--- src/rtl/disp_pkg.sv ---
package disp_pkg;
  localparam int SLOT_W   = 41;
  localparam int TMPL_W   = 5;
  localparam int NSLOTS   = 3;
  localparam int BUNDLE_W = TMPL_W + NSLOTS * SLOT_W;
  localparam int IMM_W    = 64;
  localparam int IMM_LO_W = IMM_W - SLOT_W;
  localparam int UNIT_W   = 4;
  localparam int IDX_W    = 2;

  typedef enum logic [2:0] {
    TY_M = 3'd0, TY_I = 3'd1, TY_F = 3'd2, TY_B = 3'd3, TY_L = 3'd4
  } slotType_e;

  typedef struct packed {
    logic load;
    logic advance;
    logic flagErr;
  } ctrlStrobes_t;

  function automatic logic tmplReserved(input logic [TMPL_W-1:0] t);
    case (t[4:1])
      4'd3, 4'd10, 4'd13, 4'd15: return 1'b1;
      default:                   return 1'b0;
    endcase
  endfunction

  function automatic slotType_e tmplSlotType(input logic [TMPL_W-1:0] t,
                                             input logic [IDX_W-1:0] pos);
    slotType_e f0, f1, f2;
    f0 = TY_M; f1 = TY_I; f2 = TY_I;
    case (t[4:1])
      4'd2:         begin f1 = TY_L; f2 = TY_L; end
      4'd4, 4'd5:   begin f1 = TY_M; end
      4'd6:         begin f1 = TY_F; end
      4'd7:         begin f1 = TY_M; f2 = TY_F; end
      4'd8:         begin f2 = TY_B; end
      4'd9:         begin f1 = TY_B; f2 = TY_B; end
      4'd11:        begin f0 = TY_B; f1 = TY_B; f2 = TY_B; end
      4'd12:        begin f1 = TY_M; f2 = TY_B; end
      4'd14:        begin f1 = TY_F; f2 = TY_B; end
      default:      ;
    endcase
    case (pos)
      2'd0:    return f0;
      2'd1:    return f1;
      default: return f2;
    endcase
  endfunction

  function automatic logic [UNIT_W-1:0] unitMask(input slotType_e ty);
    case (ty)
      TY_M:    return 4'b0010;
      TY_F:    return 4'b0100;
      TY_B:    return 4'b1000;
      default: return 4'b0001;
    endcase
  endfunction

  function automatic logic tmplStopAfter(input logic [TMPL_W-1:0] t,
                                         input logic [IDX_W-1:0] pos,
                                         input logic lastBeat);
    if (lastBeat)       return t[0];
    else if (pos == 2'd1) return t[4:1] == 4'd1;
    else                return t[4:1] == 4'd5;
  endfunction
endpackage

--- src/rtl/disp_ctrl.sv ---
module disp_ctrl
  import disp_pkg::*;
(
  input  logic         clk,
  input  logic         rst,
  input  logic         inValid,
  input  logic         outReady,
  input  logic         inReserved,
  input  logic         lastBeat,
  output logic         busy,
  output logic         errPulse,
  output ctrlStrobes_t strb
);
  logic busyQ, errQ, finish;

  always_comb begin
    strb.load    = inValid && !busyQ && !inReserved;
    strb.flagErr = inValid && !busyQ && inReserved;
    strb.advance = busyQ && outReady && !lastBeat;
    finish       = busyQ && outReady && lastBeat;
  end

  always_ff @(posedge clk) begin
    if (rst) begin
      busyQ <= 1'b0;
      errQ  <= 1'b0;
    end else begin
      errQ <= strb.flagErr;
      if (strb.load)   busyQ <= 1'b1;
      else if (finish) busyQ <= 1'b0;
    end
  end

  assign busy     = busyQ;
  assign errPulse = errQ;
endmodule

--- src/rtl/disp_data.sv ---
module disp_data
  import disp_pkg::*;
(
  input  logic                clk,
  input  logic                rst,
  input  ctrlStrobes_t        strb,
  input  logic [BUNDLE_W-1:0] inBundle,
  output logic                inReserved,
  output logic                lastBeat,
  output logic [SLOT_W-1:0]   outSlot,
  output logic [IDX_W-1:0]    outIdx,
  output slotType_e           outType,
  output logic [UNIT_W-1:0]   outUnits,
  output logic                outEog,
  output logic [IMM_W-1:0]    outLongImm
);
  logic [BUNDLE_W-1:0] bundleQ;
  logic [IDX_W-1:0]    idxQ;
  logic [SLOT_W-1:0]   slots [NSLOTS];
  logic [TMPL_W-1:0]   tmpl;
  logic                isLong;

  for (genvar s = 0; s < NSLOTS; s++) begin : g_slot
    assign slots[s] = bundleQ[TMPL_W + s*SLOT_W +: SLOT_W];
  end

  always_ff @(posedge clk) begin
    if (rst) begin
      bundleQ <= '0;
      idxQ    <= '0;
    end else if (strb.load) begin
      bundleQ <= inBundle;
      idxQ    <= '0;
    end else if (strb.advance) begin
      idxQ    <= idxQ + 1'b1;
    end
  end

  always_comb begin
    tmpl       = bundleQ[TMPL_W-1:0];
    inReserved = tmplReserved(inBundle[TMPL_W-1:0]);
    outType    = tmplSlotType(tmpl, idxQ);
    isLong     = (outType == TY_L);
    lastBeat   = (idxQ == 2'd2) || isLong;
    outUnits   = unitMask(outType);
    outEog     = tmplStopAfter(tmpl, idxQ, lastBeat);
    outIdx     = idxQ;
    case (idxQ)
      2'd0:    outSlot = slots[0];
      2'd1:    outSlot = isLong ? slots[2] : slots[1];
      default: outSlot = slots[2];
    endcase
    outLongImm = isLong ? {slots[1], slots[2][IMM_LO_W-1:0]} : '0;
  end
endmodule

--- src/rtl/bundle_disperser.sv ---
module bundle_disperser
  import disp_pkg::*;
(
  input  logic                clk,
  input  logic                rst,
  input  logic                inValid,
  output logic                inReady,
  input  logic [BUNDLE_W-1:0] inBundle,
  output logic                outValid,
  input  logic                outReady,
  output logic [SLOT_W-1:0]   outSlot,
  output logic [IDX_W-1:0]    outIdx,
  output logic [2:0]          outType,
  output logic [UNIT_W-1:0]   outUnits,
  output logic                outEog,
  output logic [IMM_W-1:0]    outLongImm,
  output logic                errIllegal
);
  ctrlStrobes_t strb;
  logic         inReserved, lastBeat, busy;
  slotType_e    typeW;

  disp_ctrl u_ctrl (
    .clk(clk), .rst(rst), .inValid(inValid), .outReady(outReady),
    .inReserved(inReserved), .lastBeat(lastBeat), .busy(busy),
    .errPulse(errIllegal), .strb(strb)
  );

  disp_data u_data (
    .clk(clk), .rst(rst), .strb(strb), .inBundle(inBundle),
    .inReserved(inReserved), .lastBeat(lastBeat), .outSlot(outSlot),
    .outIdx(outIdx), .outType(typeW), .outUnits(outUnits),
    .outEog(outEog), .outLongImm(outLongImm)
  );

  assign outValid = busy;
  assign inReady  = !busy;
  assign outType  = typeW;
endmodule

--- config.mk ---
export PLATFORM = sky130hd
export DESIGN_NAME = bundle_disperser
export DESIGN_NICKNAME = d
export VERILOG_FILES = /design/src/rtl/disp_pkg.sv /design/src/rtl/disp_ctrl.sv /design/src/rtl/disp_data.sv /design/src/rtl/bundle_disperser.sv
export SDC_FILE = /design/constraint.sdc
export NUM_CORES = 1
export LEC_CHECK = 0
export ABC_AREA = 1
export BUFFER_PORTS_ARGS = -buffer_cell sky130_fd_sc_hd__buf_4
export CORE_ASPECT_RATIO = 0.8
export CORE_MARGIN = 5
export CORE_UTILIZATION = 50
export CTS_CLUSTER_SIZE = 28
export DETAILED_ROUTE_END_ITERATION = 8
export GPL_ROUTABILITY_DRIVEN = 0
export PLACE_DENSITY = 0.81
export SETUP_SLACK_MARGIN = 0.1
export SYNTH_ARGS = -nofsm -noshare
export SYNTH_HDL_FRONTEND = slang
export SYNTH_SLANG_ARGS = --single-unit
--- constraint.sdc ---
create_clock -name clk -period 2.1 [get_ports clk]
set_input_delay 0.315 -clock clk [delete_from_list [all_inputs] [get_ports clk]]
set_output_delay 0.315 -clock clk [all_outputs]
set_load 0.01 [all_outputs]
==> results.toml, run 1 <==
[synth]
yosysWarnings = 0
synth_most_common_cell = "a21oi_1"
async_reset_ff_frac = 0
synth_seq_cells = 132
synthTopCellsByArea = "dfxtp_1 (40%), a21oi_1 (12%), o21ai_0 (9.7%)"
synth_cells = 935
yosysTopAreaCell = "dfxtp_1"
synthesis.nets = 1070
syn_avg_cell_area_um2 = 7.09
ys_types = 30
synthTopCellsByCount = "a21oi_1 (153), inv_1 (141), dfxtp_1 (132), nand2_1 (131), o21ai_0 (129)"
synth_top_area_share = 0.399
yosysSeqAreaShare = 0.399
netlist_area_um2 = 6630
synth_edf_count = 0
synth_ff_type = "dfxtp_1"

[sta]
setup_ws_ns = -0.247
worst_pin_slew_ns = 0.322
period_share = 1.12
rsz0062_at_grt = "yes"
fin_crit_ns = 2.35
holdWs_ns = 0.0760
slew_violations = 0
skew_ns = 0.00796
setup_viol = 91
hold_viol_final = 0
timing.fmax_ghz = 0.426
slew_headroom = 0.785

[global_routing]
grt_pass1_wl_um = 34300
grtUsageTotal = 0.266
antenna_found_initial = 0
grt_pass1_vias = 6777
grt_max_degree = 87
grt_overflow = 0

[setup_path]
cp_data_arrival_time_ns = 2.03
crit_type = "reg2out"
crit_path_max_fanout = 8
required_ns = 1.78
critPathLaunchType = "flop"
endpoint_kind = "primary output"
startpoint = "u_data.outIdx[0]"
timing.rr.start = "u_data.outIdx[0]"

[die]
die_y_um = 113
core-area_um2 = 12900
die_w_um = 139
ios = 250
initial_utilization = 0.513
fp.dieArea_um2 = 15700
rows = 37

[cts]
hold_buffers = 0
cts_buffers = 17
clk_latency_ns = 0.42
cts_buffer_depth = 2
h-tree-depth = 4
root_buffer = "clkbuf_16"
cts_sinks = 132
clk_pin_slew_worst_paths_ns = 0.05
tritoncts = "yes"

[place]
hpwlAfterDp_um = 14200
io_buffers = 249
dpl_cell_area_um2 = 8660

[final_layout]
fin_util = 0.812
fin_nets = 1337
drive_above_1_share = 0.376
stdcell_area_um2 = 10500
antenna_cells = 0
area_growth_pct = 58.3

[route]
wirelength_um = 23500
dr.pass1.iters = 5
ant_nets = 0
wl_per_cell_um = 16.9
drc = 0
vias_per_cell = 5.30
drtIter0Drc = 548
vias = 7364

[pwr]
power_density_nw_per_um2 = 743
ir_drop_mv = 0.581
leakage_nw = 4.66

[run]
cap_violations = 0

[min_path]
hold_path.class = "in2reg"
hold_start = "rst"

[outcome]
violations = "setup timing"
status = "finished, violations left"
## sequential cells by signal, indices dropped and copies added (netlist names)
register	count
u_data.outIdx	2
u_ctrl.errPulse	1
u_data.bundleQ	128
u_ctrl.busy	1
## per-layer routing
metal / vias up / track usage / wire (um)
met2: 381 / 0.438 / 11400
met1: 3389 / 0.342 / 9460
met5: - / 0 / 0
met3: 44 / 0.0714 / 2160
li1: 3550 / - / -
met4: 0 / 0.0847 / 449
## kinds of logic (layout without fill, tap and decap cells)
kind of cell / after synthesis / count (layout) / share of synthesized area
AOI/OAI and AO/OA: 325 / 325 / 0.255
and+or+nand+nor: 261 / 261 / 0.192
buffers and inverters: 214 / 493 / 0.149
DFF: 132 / 132 / 0.399
adders and majority gates: 3 / 3 / 0.00567
## area by class of cell
cell class	instances	area, um^2
multi-input combinational	589	3430
tap	175	219
timing repair buffer	317	2950
sequential	132	2650
inverter	145	563
clock inverter	12	226
fill	791	2430
clock buffer	19	453
## metrics by stage
stage / TNS (ns) / total power, mW / std cells / worst slack (ns)
after detailed placement: 0 / 4.20 / 1322 / 0.0665
after floorplan: 0 / 3.65 / 935 / 0.191
after CTS: -9.10 / 7.69 / 1368 / -0.205
after global routing: -19.31 / 8.10 / 1389 / -0.350
final: -10.75 / 7.80 / 1389 / -0.247
after global placement: 0 / 4.18 / 1322 / 0.0848
## final timing paths
kind                                            to  slack [ns]  cells past startpoint
worst max-delay path                   outSlot[16]       -0.25                     11
worst min-delay path                   u_ctrl.busy        0.08                      2
worst max register to register    u_data.outIdx[1]        0.31                     13
worst min register to register  u_data.bundleQ[27]        0.44                      2
## cells in the final DEF, fill, tap and decap left out, types with 2 or more instances in the layout
| master | synthesis | layout |
|---|---|---|
| o21bai_1 | 23 | 20 |
| nand2_2 | 2 | 4 |
| nand3_2 | 1 | 23 |
| nor2_4 | 24 | 45 |
| nand2_1 | 131 | 128 |
| dfxtp_1 | 132 | 129 |
| buf_12 | 1 | 15 |
| nand3_4 | 1 | 2 |
| nand2_4 | 1 | 2 |
| clkbuf_16 | 0 | 19 |
| ha_4 | 0 | 2 |
| a21oi_1 | 153 | 153 |
| nor2_2 | 2 | 7 |
| o21ai_2 | 0 | 6 |
| clkbuf_8 | 0 | 2 |
| nand3_1 | 47 | 24 |
| o21ai_0 | 129 | 128 |
| buf_8 | 1 | 4 |
| clkinvlp_4 | 0 | 2 |
| nand4_1 | 2 | 2 |
| nor2_1 | 48 | 22 |
| buf_6 | 15 | 79 |
| o21ai_4 | 0 | 4 |
| buf_4 | 4 | 216 |
| clkinv_4 | 0 | 2 |
| clkinv_2 | 0 | 2 |
| o21bai_4 | 0 | 3 |
| inv_1 | 141 | 138 |
| o21ai_1 | 18 | 9 |
| bufinv_16 | 0 | 6 |
| dfxtp_2 | 0 | 2 |
| inv_4 | 1 | 4 |
## where the power goes
part | internal (mW) | switching, mW | leakage, nW | total, mW
clock network | 2.29 | 1.13 | 0.326 | 3.42
registers | 2.74 | 0.130 | 1.09 | 2.87
logic | 0.676 | 0.833 | 3.24 | 1.51
total | 5.71 | 2.09 | 4.66 | 7.80
## worst max-delay path: stages (launching register included)
cell and delay (ns):
dfxtp_4 0.37, inv_4 0.04, ha_4 0.17, nand2_4 0.07
nand3_4 0.12, buf_6 0.15, buf_12 0.15, nor2_4 0.14
o21bai_4 0.14, nand2_1 0.08, nand3_2 0.07, buf_6 0.10
## what timing repair did
item,in CTS,in global routing
gates cloned,2,3
gates resized for setup,107,105
pin swaps,6,20
buffers inserted,13,22
setup endpoints to repair,111,113
Note: power is estimated with default switching activity, not from simulation.
==> run 2, diff against run 1 <==
PLACE_DENSITY = 0.84   (was 0.81)
==> run 2 against run 1 <==
The run still ends with setup timing left; core utilization fell by 3.1 points; wire length shrank 3.7%; sequential cell count unchanged; first-iteration DRC count up 12%; final area shrank 3.8%; combinational power shrank 5%; total power fell by 6.3%; sequential share of layout area is 1.0 points higher; clock power decreased by 12%; global-route usage down 0.41 points; largest cell class unchanged; largest power group unchanged; highest routed layer unchanged.
==> results.toml, run 2 (synthesized netlist as in run 1, its figures left out) <==
[cts]
tritoncts = "yes"
h-tree-depth = 4
cts_sinks = 132
root_buffer = "clkbuf_16"
cts_buffers = 17
clk_latency_ns = 0.40
cts_buffer_depth = 2
clk_pin_slew_worst_paths_ns = 0.06

[route]
vias = 7185
dr.pass1.iters = 5
ant_nets = 0
wirelength_um = 22600
wl_per_cell_um = 16.6
vias_per_cell = 5.26
drc = 0
drtIter0Drc = 615

[final_layout]
area_growth_pct = 52.3
antenna_cells = 0
final_cell_mix = "buf_4 (214), a21oi_1 (153), inv_1 (138)"
drive_above_1_share = 0.353
fin_nets = 1314
largest_reg_flops = 128
layout_commonest_cell = "buf_4"
stdcell_count = 1366
regMostFlops = "u_data.bundleQ"

[setup_path]
crit_path_max_fanout = 12
critPathLaunchType = "flop"
worst-path-stages = 12
crit_type = "reg2out"
timing.rr.start = "u_data.outIdx[1]"
endpoint_kind = "primary output"
r2r-end = "u_data.outIdx[0]"
regToRegSetupSlack_ns = 0.49
rr_worst_depth = 12
path_cells = "inv_4 > ha_4 > inv_4 > nand2_4 > nand3_4 > buf_12 > inv_6 > buf_12 > o21bai_1 > nand2_1 > nand3_2 > buf_6"
critPathBufInv = 6
endpoint = "outSlot[22]"
slowest_stage = "dfxtp_2"
startpoint = "u_data.outIdx[1]"
crit_family = "buffers and inverters"
required_ns = 1.78
cp_data_arrival_time_ns = 2.05
crit_path_max_incr_delay_ns = 0.35

[die]
die_w_um = 139
die_y_um = 113
fp.dieArea_um2 = 15700
core-area_um2 = 12900
rows = 37
initial_utilization = 0.513
ios = 250

[place]
dp_cells = 1314
io_buffers = 249
hpwlAfterDp_um = 13800

[sta]
slew_headroom = 0.642
worst_pin_slew_ns = 0.537
rsz0062_at_grt = "yes"
setup_ws_ns = -0.263
skew_ns = 0.00646
setup_viol = 76
hold_viol_final = 0
tns_ns = -10.08
slew_violations = 0
timing.fmax_ghz = 0.423
period_share = 1.13
fin_crit_ns = 2.36

[pwr]
ir_drop_mv = 0.596
leakage_nw = 4.48
power_density_nw_per_um2 = 724
power_mw = 7.31

[run]
cap_violations = 0

[outcome]
violations = "setup timing"
status = "finished, violations left"

[min_path]
hold_path.class = "in2reg"

[global_routing]
grt_max_degree = 131
grt_overflow = 0
grtUsageTotal = 0.262
grt_pass1_wl_um = 33800
grt_pass1_vias = 6742
antenna_found_initial = 0
## run 2: report_power, final
part / internal (mW) / total, mW / switching (mW)
registers: 2.74 / 2.87 / 0.124
logic: 0.642 / 1.44 / 0.795
clock network: 1.90 / 3.00 / 1.11
total: 5.28 / 7.31 / 2.03
## run 2: layout make-up
| type | count | area, um^2 |
|---|---|---|
| Clock buffer | 19 | 443 |
| Tap cell | 175 | 219 |
| Timing Repair Buffer | 294 | 2750 |
| Inverter | 145 | 561 |
| Fill cell | 900 | 2830 |
| Multi-Input combinational cell | 589 | 3320 |
| Sequential cell | 132 | 2650 |
| Clock inverter | 12 | 156 |
## run 2: through the flow
stage          instance area [um^2]  setup slack (ns)  hold WS [ns]   util
2_1_floorplan                  6630             0.191         0.384      -
3_3_place_gp                   8600             0.157         0.433  0.666
3_5_place_dp                   8600            0.0938         0.436  0.666
4_1_cts                        9640            -0.193        0.0637  0.746
5_1_grt                       10100            -0.326        0.0657  0.781
6_report                      10100            -0.263        0.0769  0.781
## run 2: worst min path at each step
stage | start | to | slack [ns] | depth (start not counted)
final | rst | u_ctrl.busy | 0.08 | 2
after global routing | rst | u_ctrl.busy | 0.07 | 2
after CTS | rst | u_ctrl.busy | 0.06 | 2
after detailed placement | u_data.bundleQ[33] | u_data.bundleQ[33] | 0.44 | 2
after global placement | u_data.bundleQ[26] | u_data.bundleQ[26] | 0.43 | 2
after floorplan | rst | u_ctrl.busy | 0.38 | 1
## run 2: per-layer routing
layer  up-vias  track usage  wire (um)
li1       3509            -          -
met1      3310        0.330       9180
met2       320        0.437      11100
met3        46       0.0697       1840
met4         0       0.0926        492
met5         -            0          0
## run 2: what timing repair did
action / in CTS / in global routing
buffers inserted: 9 / 6
endpoints found under the setup margin: 112 / 113
pin swaps: 4 / 11
cloned: 4 / 2
hold endpoints to repair: 0 / 0
gates resized for setup: 71 / 88
hold buffers: 0 / 0
==> run 3, diff against run 2 <==
SETUP_SLACK_MARGIN = default   (was 0.1)
SKIP_CTS_REPAIR_TIMING = 1   (was default)
==> run 3 against run 2 <==
Sequential cell count unchanged; sequential share of layout area down 0.25 points; die area unchanged; critical path depth down 1; largest power group unchanged; the flow still finishes with violations (setup timing); critical endpoint is now outSlot[18]; total power up 0.56%; clock power about the same; combinational power about the same; largest cell class unchanged.
==> results.toml, run 3 (synthesized netlist as in run 1, its figures left out) <==
[outcome]
status = "finished, violations left"
violations = "setup timing"

[cts]
cts_sinks = 132
clk_latency_ns = 0.41
cts_buffer_depth = 2
h-tree-depth = 4
root_buffer = "clkbuf_16"
clk_pin_slew_worst_paths_ns = 0.06
cts_buffers = 17
tritoncts = "yes"

[global_routing]
grtUsageTotal = 0.247
grt_max_degree = 131
grt_pass1_wl_um = 32000
grt_overflow = 0
antenna_found_initial = 0
grt_pass1_vias = 6500

[sta]
rsz0062_at_grt = "yes"
fin_crit_ns = 2.38
skew_ns = 0.00791
setup_viol = 92
setup_ws_ns = -0.281
tns_ns = -14.49
hold_viol_final = 0
timing.fmax_ghz = 0.420
slew_headroom = 0.657
slew_violations = 0
period_share = 1.13
worst_pin_slew_ns = 0.514

[place]
dpl_cell_area_um2 = 8600
io_buffers = 249
hpwlAfterDp_um = 13800
dp_cells = 1314

[final_layout]
stdcell_area_um2 = 10200
regMostFlops = "u_data.bundleQ"
area_growth_pct = 53.7
n_fill_cell = 889
stdcell_count = 1375
fin_nets = 1323
layout_commonest_cell = "buf_4"
drive_above_1_share = 0.363
antenna_cells = 0
largest_reg_flops = 128
final_cell_mix = "buf_4 (219), a21oi_1 (153), inv_1 (138)"

[setup_path]
required_ns = 1.78
critPathLaunchType = "flop"
crit_path_max_fanout = 6
cp_data_arrival_time_ns = 2.07
endpoint_kind = "primary output"
crit_type = "reg2out"
rr_worst_depth = 12

[pwr]
power_density_nw_per_um2 = 721
power_mw = 7.35
leakage_nw = 4.57
ir_drop_mv = 0.600

[min_path]
whs_path_depth = 2
hold_path.class = "in2reg"

[die]
die_y_um = 113
fp.dieArea_um2 = 15700
initial_utilization = 0.513
die_w_um = 139
core-area_um2 = 12900
ios = 250
rows = 37

[route]
dr.pass1.iters = 4
wirelength_um = 23200
drc = 0
ant_nets = 0
wl_per_cell_um = 16.9
vias = 7296
vias_per_cell = 5.31
drtIter0Drc = 548

[run]
cap_violations = 0
[run 3: layout make-up]
cell class              count  area, um^2  share of cell area
clock buffers              19         443              0.0435
clock inverters            12         156              0.0154
inverters                 145         561              0.0550
multi-input cells         590        3340               0.328
flip-flops and latches    132        2650               0.260
well taps                 175         219              0.0215
repair buffers            302        2820               0.277
[run 3: worst paths after layout]
kind                      startpoint                 end  slack [ns]
setup reg to reg    u_data.outIdx[1]    u_data.outIdx[1]        0.45
setup / recovery    u_data.outIdx[1]         outSlot[18]       -0.28
hold reg to reg   u_data.bundleQ[40]  u_data.bundleQ[40]        0.44
hold / removal                   rst         u_ctrl.busy        0.07
[run 3: through the flow]
step           hold WS, ns  utilization  setup slack, ns
2_1_floorplan        0.384            -            0.191
3_3_place_gp         0.433        0.666            0.157
3_5_place_dp         0.436        0.666           0.0938
5_1_grt             0.0685        0.789           -0.391
6_report            0.0748        0.789           -0.281
4_1_cts             0.0637        0.712           -0.349
[run 3: per-layer routing]
metal | up-vias | share of wire | track usage | wire length [um]
met2 | 368 | 0.49 | 0.409 | 11300
met3 | 43 | 0.087 | 0.0625 | 2020
li1 | 3525 | - | - | -
met1 | 3360 | 0.41 | 0.321 | 9420
met5 | - | 0 | 0 | 0
met4 | 0 | 0.022 | 0.0756 | 505
[run 3: power breakdown]
part / switching (mW) / internal [mW]
clock network: 1.11 / 1.90
registers: 0.126 / 2.74
logic: 0.809 / 0.663
[run 3: worst max-delay path, cell delays in order, from the launching register on]
cell	delay [ns]
dfxtp_2	0.33
inv_4	0.08
ha_4	0.15
inv_4	0.05
nand2_4	0.07
nand3_4	0.20
clkbuf_16	0.25
nor2_4	0.09
o21bai_1	0.13
nand2_1	0.10
nand3_2	0.09
buf_6	0.10
